$ cat config.mk
export PLATFORM = sky130hd
export DESIGN_NAME = uart_rxa
export DESIGN_NICKNAME = d
export VERILOG_FILES = /design/src/rtl/uart_rxa_pkg.sv /design/src/rtl/uart_rxa_timing.sv /design/src/rtl/uart_rxa_addr_filter.sv /design/src/rtl/uart_rxa.sv
export SDC_FILE = /design/constraint.sdc
export NUM_CORES = 1
export LEC_CHECK = 0
export ABC_AREA = 1
export BUFFER_PORTS_ARGS = -buffer_cell sky130_fd_sc_hd__buf_2
export CAP_MARGIN = 40
export CORE_UTILIZATION = 40
export DETAILED_ROUTE_END_ITERATION = 10
export SLEW_MARGIN = 20
export SYNTH_ARGS = -nofsm -noshare
export SYNTH_HDL_FRONTEND = slang
export SYNTH_HIERARCHICAL = 1
export SYNTH_SLANG_ARGS = --single-unit
$ cat constraint.sdc
create_clock -name clk -period 5.7 [get_ports clk]
set_clock_uncertainty 0.05 [all_clocks]
set_input_delay 0.855 -clock clk [delete_from_list [all_inputs] [get_ports clk]]
set_output_delay 0.855 -clock clk [all_outputs]
set_load 0.02 [all_outputs]
$ cat src/rtl/uart_rxa_pkg.sv
package uart_rxa_pkg;

    typedef enum logic [2:0] {
        ST_IDLE,
        ST_START,
        ST_DATA,
        ST_NINTH,
        ST_STOP
    } rx_state_e;

    typedef struct packed {
        logic [7:0] data;
        logic       bit9;
    } rx_word_t;

    function automatic logic maj3(input logic a, input logic b, input logic c);
        return (a & b) | (a & c) | (b & c);
    endfunction

endpackage

$ cat src/rtl/uart_rxa_timing.sv
module uart_rxa_timing #(
    parameter int OVS = 16,
    parameter int MID = 8
) (
    input  logic clk,
    input  logic rst,
    input  logic run,
    input  logic tick,
    input  logic rx,
    output logic vote_stb,
    output logic vote_val,
    output logic bit_end
);
    import uart_rxa_pkg::*;

    localparam int CW = $clog2(OVS + 1);

    logic [CW-1:0] cnt;
    logic [CW-1:0] ph;
    logic [1:0]    smp;

    assign ph = cnt + 1'b1;

    always_ff @(posedge clk) begin
        if (rst || !run) begin
            cnt <= '0;
            smp <= '0;
        end else if (tick) begin
            cnt <= (ph == CW'(OVS)) ? '0 : ph;
            if (ph == CW'(MID - 1)) smp[0] <= rx;
            if (ph == CW'(MID))     smp[1] <= rx;
        end
    end

    assign vote_stb = run & tick & (ph == CW'(MID + 1));
    assign vote_val = maj3(smp[0], smp[1], rx);
    assign bit_end  = run & tick & (ph == CW'(OVS));

    AST_ONE_EVENT: assert property (@(posedge clk) disable iff (rst)
        $onehot0({vote_stb, bit_end}));
    AST_PHASE_CLEAR: assert property (@(posedge clk) disable iff (rst)
        !run |=> (cnt == '0));

endmodule

$ cat src/rtl/uart_rxa_addr_filter.sv
module uart_rxa_addr_filter #(
    parameter int AW = 8
) (
    input  logic [AW-1:0] addr,
    input  logic [AW-1:0] own,
    input  logic [AW-1:0] mask,
    output logic          hit
);
    logic [AW-1:0] bcast;
    logic          hit_given;
    logic          hit_bcast;

    assign bcast     = own | mask;
    assign hit_given = ((addr ^ own) & mask) == '0;
    assign hit_bcast = (addr & ~bcast) == '0;
    assign hit       = hit_given | hit_bcast;

endmodule

$ cat src/rtl/uart_rxa.sv
module uart_rxa #(
    parameter int OVS   = 16,
    parameter int MID   = 8,
    parameter int DBITS = 8
) (
    input  logic             clk,
    input  logic             rst,
    input  logic             rx_in,
    input  logic             os_tick,
    input  logic [1:0]       mode,
    input  logic             mp_en,
    input  logic             rx_en,
    input  logic             fe_sel,
    input  logic [DBITS-1:0] own_addr,
    input  logic [DBITS-1:0] addr_mask,
    input  logic             rx_flag_clr,
    input  logic             fe_clr,
    output logic [DBITS-1:0] rx_data,
    output logic             rx_bit9,
    output logic             rx_flag,
    output logic             fe_flag,
    output logic             ctl_bit
);
    import uart_rxa_pkg::*;

    localparam int NBW = $clog2(DBITS + 1);

    rx_state_e        state;
    logic [DBITS-1:0] shreg;
    logic [NBW-1:0]   nbits;
    logic             ninth;
    logic             run;
    logic             vote_stb;
    logic             vote_val;
    logic             bit_end;
    logic             addr_hit;
    logic             nine_mode;
    logic             filter_on;
    logic             accept;

    assign run       = (state != ST_IDLE);
    assign nine_mode = mode[1];
    assign filter_on = mp_en & nine_mode;

    uart_rxa_timing #(.OVS(OVS), .MID(MID)) u_timing (
        .clk      (clk),
        .rst      (rst),
        .run      (run),
        .tick     (os_tick),
        .rx       (rx_in),
        .vote_stb (vote_stb),
        .vote_val (vote_val),
        .bit_end  (bit_end)
    );

    uart_rxa_addr_filter #(.AW(DBITS)) u_filter (
        .addr (shreg),
        .own  (own_addr),
        .mask (addr_mask),
        .hit  (addr_hit)
    );

    assign accept = !rx_flag && (!filter_on || (ninth && addr_hit));

    always_ff @(posedge clk) begin
        if (rst) begin
            state   <= ST_IDLE;
            shreg   <= '0;
            nbits   <= '0;
            ninth   <= 1'b0;
            rx_data <= '0;
            rx_bit9 <= 1'b0;
            rx_flag <= 1'b0;
            fe_flag <= 1'b0;
        end else begin
            if (rx_flag_clr) rx_flag <= 1'b0;
            if (fe_clr)      fe_flag <= 1'b0;
            unique case (state)
                ST_IDLE: begin
                    if (os_tick && rx_en && (mode != 2'b00) && !rx_in) begin
                        state <= ST_START;
                        nbits <= '0;
                    end
                end
                ST_START: begin
                    if (vote_stb && vote_val) state <= ST_IDLE;
                    else if (bit_end)         state <= ST_DATA;
                end
                ST_DATA: begin
                    if (vote_stb) begin
                        shreg <= {vote_val, shreg[DBITS-1:1]};
                        nbits <= nbits + 1'b1;
                    end
                    if (bit_end && nbits == NBW'(DBITS))
                        state <= nine_mode ? ST_NINTH : ST_STOP;
                end
                ST_NINTH: begin
                    if (vote_stb) ninth <= vote_val;
                    if (bit_end)  state <= ST_STOP;
                end
                ST_STOP: begin
                    if (vote_stb) begin
                        state <= ST_IDLE;
                        if (!vote_val) fe_flag <= 1'b1;
                        if (accept) begin
                            rx_data <= shreg;
                            rx_bit9 <= nine_mode ? ninth : vote_val;
                            rx_flag <= 1'b1;
                        end
                    end
                end
                default: state <= ST_IDLE;
            endcase
        end
    end

    assign ctl_bit = fe_sel ? fe_flag : mode[1];

    AST_HOLD_WHILE_FLAG: assert property (@(posedge clk) disable iff (rst)
        rx_flag && !rx_flag_clr |=> rx_flag && $stable(rx_data));
    AST_FE_STICKY: assert property (@(posedge clk) disable iff (rst)
        fe_flag && !fe_clr |=> fe_flag);
    AST_ADDR_NINTH: assert property (@(posedge clk) disable iff (rst)
        $rose(rx_flag) && $past(mp_en && mode[1]) |-> rx_bit9);
    AST_NO_START_OFF: assert property (@(posedge clk) disable iff (rst)
        state == ST_IDLE && (!rx_en || mode == 2'b00) |=> state == ST_IDLE);
    AST_FLAG_FROM_STOP: assert property (@(posedge clk) disable iff (rst)
        $rose(rx_flag) |-> $past(state) == ST_STOP);

endmodule

=== Word-level counts from Yosys, hierarchy flattened ===
Cells that the tools add are included.

* Output and inout port bits: 12
* Logic and storage cells: 91
* Input port bits: 27
* Bits in registers: 34

* Bitwise gates (word level): 15
* Muxes and demuxes: 22
* Add/sub/neg operators: 2
* Eq/ne operators: 15
* Reductions and logical operators: 26

{| class="wikitable"
|+ Operator list
! cell !! number
|-
| 3-bit 2-to-1 mux || 7
|-
| 8-bit bitwise AND || 2
|-
| 8-bit zero test || 2
|-
| 3-bit one-hot mux with 5 select lines || 1
|-
| 5-bit by 4-bit equality test with 1-bit output (second input constant) || 2
|-
| 1-bit 2-to-1 mux || 10
|-
| 2-bit inequality test (second input constant) || 5
|-
| 4-bit 2-to-1 mux || 2
|-
| 8-bit inverter || 1
|-
| 8-bit bitwise OR || 1
|-
| 4-bit one-hot mux with 2 select lines || 1
|-
| 2-bit AND reduction || 4
|-
| 8-bit bitwise XOR || 1
|-
| 1-bit bitwise AND || 7
|-
| 1-bit logical AND || 7
|-
| 3-bit by 2-bit equality test with 1-bit output (second input constant) || 2
|-
| 3-bit AND reduction || 2
|-
| 5-bit by 1-bit adder with 5-bit output (second input constant) || 1
|-
| 5-bit by 3-bit equality test with 1-bit output (second input constant) || 1
|-
| 5-bit equality test (second input constant) || 1
|-
| 5-bit 2-to-1 mux || 1
|-
| 5-bit AND reduction || 1
|-
| 4-bit by 1-bit adder with 4-bit output (second input constant) || 1
|-
| 4-bit equality test (second input constant) || 1
|-
| 9 further kinds || 16
|}

=== Depth between registers and ports, before layout ===
* Depth in word-level cells: 11
* Mapped depth: 16

=== By module ===
The synthesis kept the hierarchy.

{| class="wikitable"
|+ Modules (own cells, without submodules)
! module !! cells each !! instances !! area each (um^2)
|-
| uart_rxa || 184 || 1 || 1368.8
|-
| uart_rxa_timing || 81 || 1 || 556.8
|-
| uart_rxa_addr_filter || 67 || 1 || 267.8
|}

=== Worst setup path before layout ===
No wires, ideal clock.

* Path type: input to output
* Start point: input mode[1]
* End point: output ctl_bit
* Stages on the path: 2
* Arrival: 1.355 ns
* Slack: 3.440 ns
* Path buffers: 0
* Required time: 4.795 ns
* Cells stage by stage: inv_2 > o21ai_0

* Longest elaborated chain between the ends: 1

{| class="wikitable"
|+ RTL lines
! item !! line !! source
|-
| from (decl) || uart_rxa.sv:10 || <nowiki>input logic [1:0] mode,</nowiki>
|-
| 1-bit 2-to-1 mux || uart_rxa.sv:117 || <nowiki>assign ctl_bit = fe_sel ? fe_flag : mode[1];</nowiki>
|-
| to (decl) || uart_rxa.sv:22 || <nowiki>output logic ctl_bit</nowiki>
|}

Every way passes these cells.

=== Worst setup path after layout ===
* Start point: register u_timing.cnt[0]
* End point: register rx_data[4]

* Longest elaborated chain between the ends: 4

{| class="wikitable"
|+ RTL lines
! item !! line !! source
|-
| from (decl) || uart_rxa_timing.sv:18 || <nowiki>logic [CW-1:0] cnt;</nowiki>
|-
| from (signal assigned) || uart_rxa_timing.sv:29 || <nowiki>cnt <= (ph == CW'(OVS)) ? '0 : ph;</nowiki>
|-
| 5-bit by 1-bit adder with 5-bit output || uart_rxa_timing.sv:22 || <nowiki>assign ph = cnt + 1'b1;</nowiki>
|-
| 5-bit by 4-bit equality test with 1-bit output || uart_rxa_timing.sv:35 || <nowiki>assign vote_stb = run & tick & (ph == CW'(MID + 1));</nowiki>
|-
| 1-bit bitwise AND || uart_rxa_timing.sv:35 ||
|-
| net vote_stb || uart_rxa.sv:33 || <nowiki>logic vote_stb;</nowiki>
|-
| 3-bit AND reduction (no source line) || n/a ||
|-
| to (signal assigned) || uart_rxa.sv:106 || <nowiki>rx_data <= shreg;</nowiki>
|-
| to (decl) || uart_rxa.sv:18 || <nowiki>output logic [DBITS-1:0] rx_data,</nowiki>
|}

The timed path passes the listed nets, and every way through them passes these cells.
A chain may end at the register's enable or synchronous reset.

==> summary.txt <==
Run status
  • Status: finished clean

Clock tree
  • Reg clk slew, reported paths: roughly 0.080 ns
  • Max Root-Sink Buffers: 2
  • H-tree levels: 2
  • Root Buffer: clkbuf_8
  • Post-cts hold buffer count: 0
  • Setup Buffers After CTS: 0
  • Clock Sinks: 34
  • Post_cts resized: 0
  • CTS tree: yes
  • CTS buffer count: 5
  • Skew-Pair Late Insertion Delay: 0.29 ns

STA
  • Final hold violations: 0
  • Max Freq: about 380 MHz
  • RSZ-0062 raised after global routing: no
  • Min Tclk post-route: 2.66 ns
  • Final period util: 46.6%
  • TNS Setup: 0 ns
  • Hold WS: approximately 0.43 ns
  • Final setup viols: 0
  • Worst Tran Pin Value: ~0.48 ns
  • Slew Limit Fails: 0
  • Max-slew headroom: 68.3%

Detailed routing
  • DRT Pass-1 Iters: 4
  • Antenna viol nets, final: 0
  • 1st-iter DRT viols: 69
  • Detailed-route via count: approximately 2100
  • # DRC: 0
  • Post-DR vias/cell: between 4 and 5
  • Drt wl/cell: around 11 um
  • Total routed wirelength: between 4000 and 5000 um

Flow run
  • Max_cap viols: 0

GRT
  • GR Overflow Total: 0
  • GRT Util Overall: between 10% and 20%
  • Pin count of the biggest net entering global routing: 16
  • First-pass GRT wire length: 8260 um
  • Initial antenna violation count: 0
  • Vias in the first global route: ~1800

Finish
  • Nets@finish: 404
  • Commonest non-fill, non-tap cell in the layout: nand2_1
  • Fin cells: 442
  • Area added between synthesis and finish: 16.7%
  • N_diodes: 0
  • Commonest cells after routing, fill and taps aside: nand2_1 (81), inv_1 (47), nor2_1 (41), buf_2 (38), dfxtp_1 (34)
  • Share of cells above drive strength 1: a little under a quarter

Worst setup path
  • Startpoint Class: flop
  • Critical path arrival: 2.80 ns
  • Reg2reg path depth: 13
  • Crit path largest cell delay: 0.47 ns
  • Crit path max fanout: 14
  • CP Data Required Time: 5.84 ns
  • Slowest library cell on the worst path: dfxtp_1
  • Reg2reg end: rx_data[4]
  • Crit Reg-Reg Startpoint: u_timing/cnt[0]
  • Critical-path cell list: ha_1 > inv_1 > nand2_1 > nand2_2 > nor2_4 > nand3_1 > nor3_2 > buf_4 > nand3_1 > nor2_2 > inv_1 > nor2_1 > nor2_1
  • CP Buf/Inv Count: 3
  • Setup slack, reg-to-reg: 3.04 ns
  • Top delay family on crit path: simple AND/OR/NAND/NOR gates
  • CP endpoint kind: flop
  • Crit path kind: reg2reg

Placement
  • Port Buffers: 38
  • Dpl cells: roughly 430
  • HPWL after DPL: around 3600 um
  • GP Congestion: roughly 0.83

Die
  • Die area: between 5000 and 6000 um^2
  • Initial Util: approximately 42%
  • Ports: 39
  • Die W: between 70 and 80 um
  • Core area: 5200 um^2
  • Site row count: 26
  • Die Height: about 76 um

Power and ir drop
  • Pwr per Cell Area: 323 nW/um^2
  • Worst vdd ir: 0.000170 V
  • Total power: approximately 830 uW
  • LEAKAGE: ~0.0012 uW

Synth
  • Synth unique cells: 31
  • Synth Warn #: 6
  • Cell count after synthesis: 332
  • Avg Cell Area, Syn: about 6.6 um^2
  • Post-synthesis sequential area ratio: between 30% and 40%
  • Synth Net Count: ~370
  • Synthesized cell area: ~2200 um^2
  • Synthesized flop and latch total: 34

Min path
  • Hold Path End: ninth
  • Hold Path Depth: 2
  • Hold WC Path Type: reg2reg
  • Min-Delay Startpoint: ninth
[final cells by class]
cell class	instances	area, um^2
fillers	557	2650
inverters	54	203
multi-input cells	237	1250
well taps	70	87.6
repair buffers	39	198
clock inverters	3	68.8
clock buffers	5	68.8
flip-flops and latches	34	681
[cell usage after synthesis]
cell type	instances	area [um^2]
nand2_4	5	56.3
o211ai_1	1	7.51
inv_2	7	26.3
ha_1	6	75.1
maj3_1	1	10.0
nor2_2	5	31.3
nand2_8	1	20.0
nand2_2	5	31.3
nand3_1	26	130
dfxtp_1	34	681
a21oi_2	6	52.6
buf_2	1	5.00
nand4_2	1	12.5
nand2_1	81	304
buf_1	1	3.75
buf_6	2	22.5
inv_1	47	176
o21ai_1	11	55.1
nor2_4	2	22.5
nor2_1	41	154
nand4_1	7	43.8
nand3_2	5	50.1
buf_4	1	7.51
o21ai_0	10	50.1
clkbuf_1	1	3.75
buf_8	1	15.0
a21oi_1	15	75.1
a21boi_1	1	7.51
nor3_2	2	20.0
o21ai_2	3	26.3
xor2_1	2	17.5
[worst register-to-register path: cells and delay by family, from the launching register on]
| family | cells | cell delay [ns] |
|---|---|---|
| adder cells (fa/ha/maj) | 1 | 0.31 |
| AND/OR/NAND/NOR | 9 | 1.18 |
| buffers and inverters | 3 | 0.56 |
| flip-flops | 1 | 0.47 |
[per-stage QoR]
step / setup slack [ns] / area (um^2) / utilization [%]
6_report: 3.04 / 2560 / 49.2
5_1_grt: 2.68 / 2560 / 49.2
4_1_cts: 3.04 / 2560 / 49.2
3_5_place_dp: 3.02 / 2420 / 46.5
3_3_place_gp: 3.05 / 2420 / 46.5
2_1_floorplan: 3.44 / 2190 / -
[state kept, by name, indices dropped and copies added (netlist names)]
signal,cells
u_timing/smp,2
fe_flag,1
nbits,4
rx_flag,1
shreg,8
rx_bit9,1
ninth,1
u_timing/cnt,5
state,3
rx_data,8
[report_power, final]
group / switching, uW / internal (uW) / total, uW / leakage (uW)
clock: 96.4 / 175 / 272 / 0.0000683
combinational: 175 / 95.9 / 270 / 0.000826
sequential: 27.0 / 257 / 284 / 0.000275
[cells by family after synthesis]
| family | after synthesis | share of synthesized area [%] |
|---|---|---|
| AOI/OAI and AO/OA | 47 | 12.5 |
| and+or+nand+nor | 181 | 39.9 |
| DFF | 34 | 31.0 |
| buffers and inverters | 61 | 11.9 |
| xor gates and xnor gates | 2 | 0.799 |
| adders and majority gates | 7 | 3.88 |
[how the worst max path moves through the flow]
stage                          from         end  slack (ns)  cells past startpoint
global placement            os_tick  rx_data[5]        3.05                      9
finish              u_timing/cnt[0]  rx_data[4]        3.04                     13
global route        u_timing/cnt[1]  rx_data[1]        2.68                     13
detailed placement          os_tick  rx_data[4]        3.02                      9
CTS                 u_timing/cnt[0]  rx_data[4]        3.04                     13
floorplan                   mode[1]     ctl_bit        3.44                      2
[routing by layer]
| layer | global-route usage [%] | vias to the layer above | wire, um |
|---|---|---|---|
| li1 | - | 1118 | - |
| met1 | 21.3 | 908 | 2190 |
| met2 | 30.9 | 35 | 2280 |
| met3 | 3.71 | 9 | 189 |
| met4 | 5.58 | 0 | 72 |
| met5 | 0 | - | 0 |
Note: power is estimated with default switching activity, not from simulation.
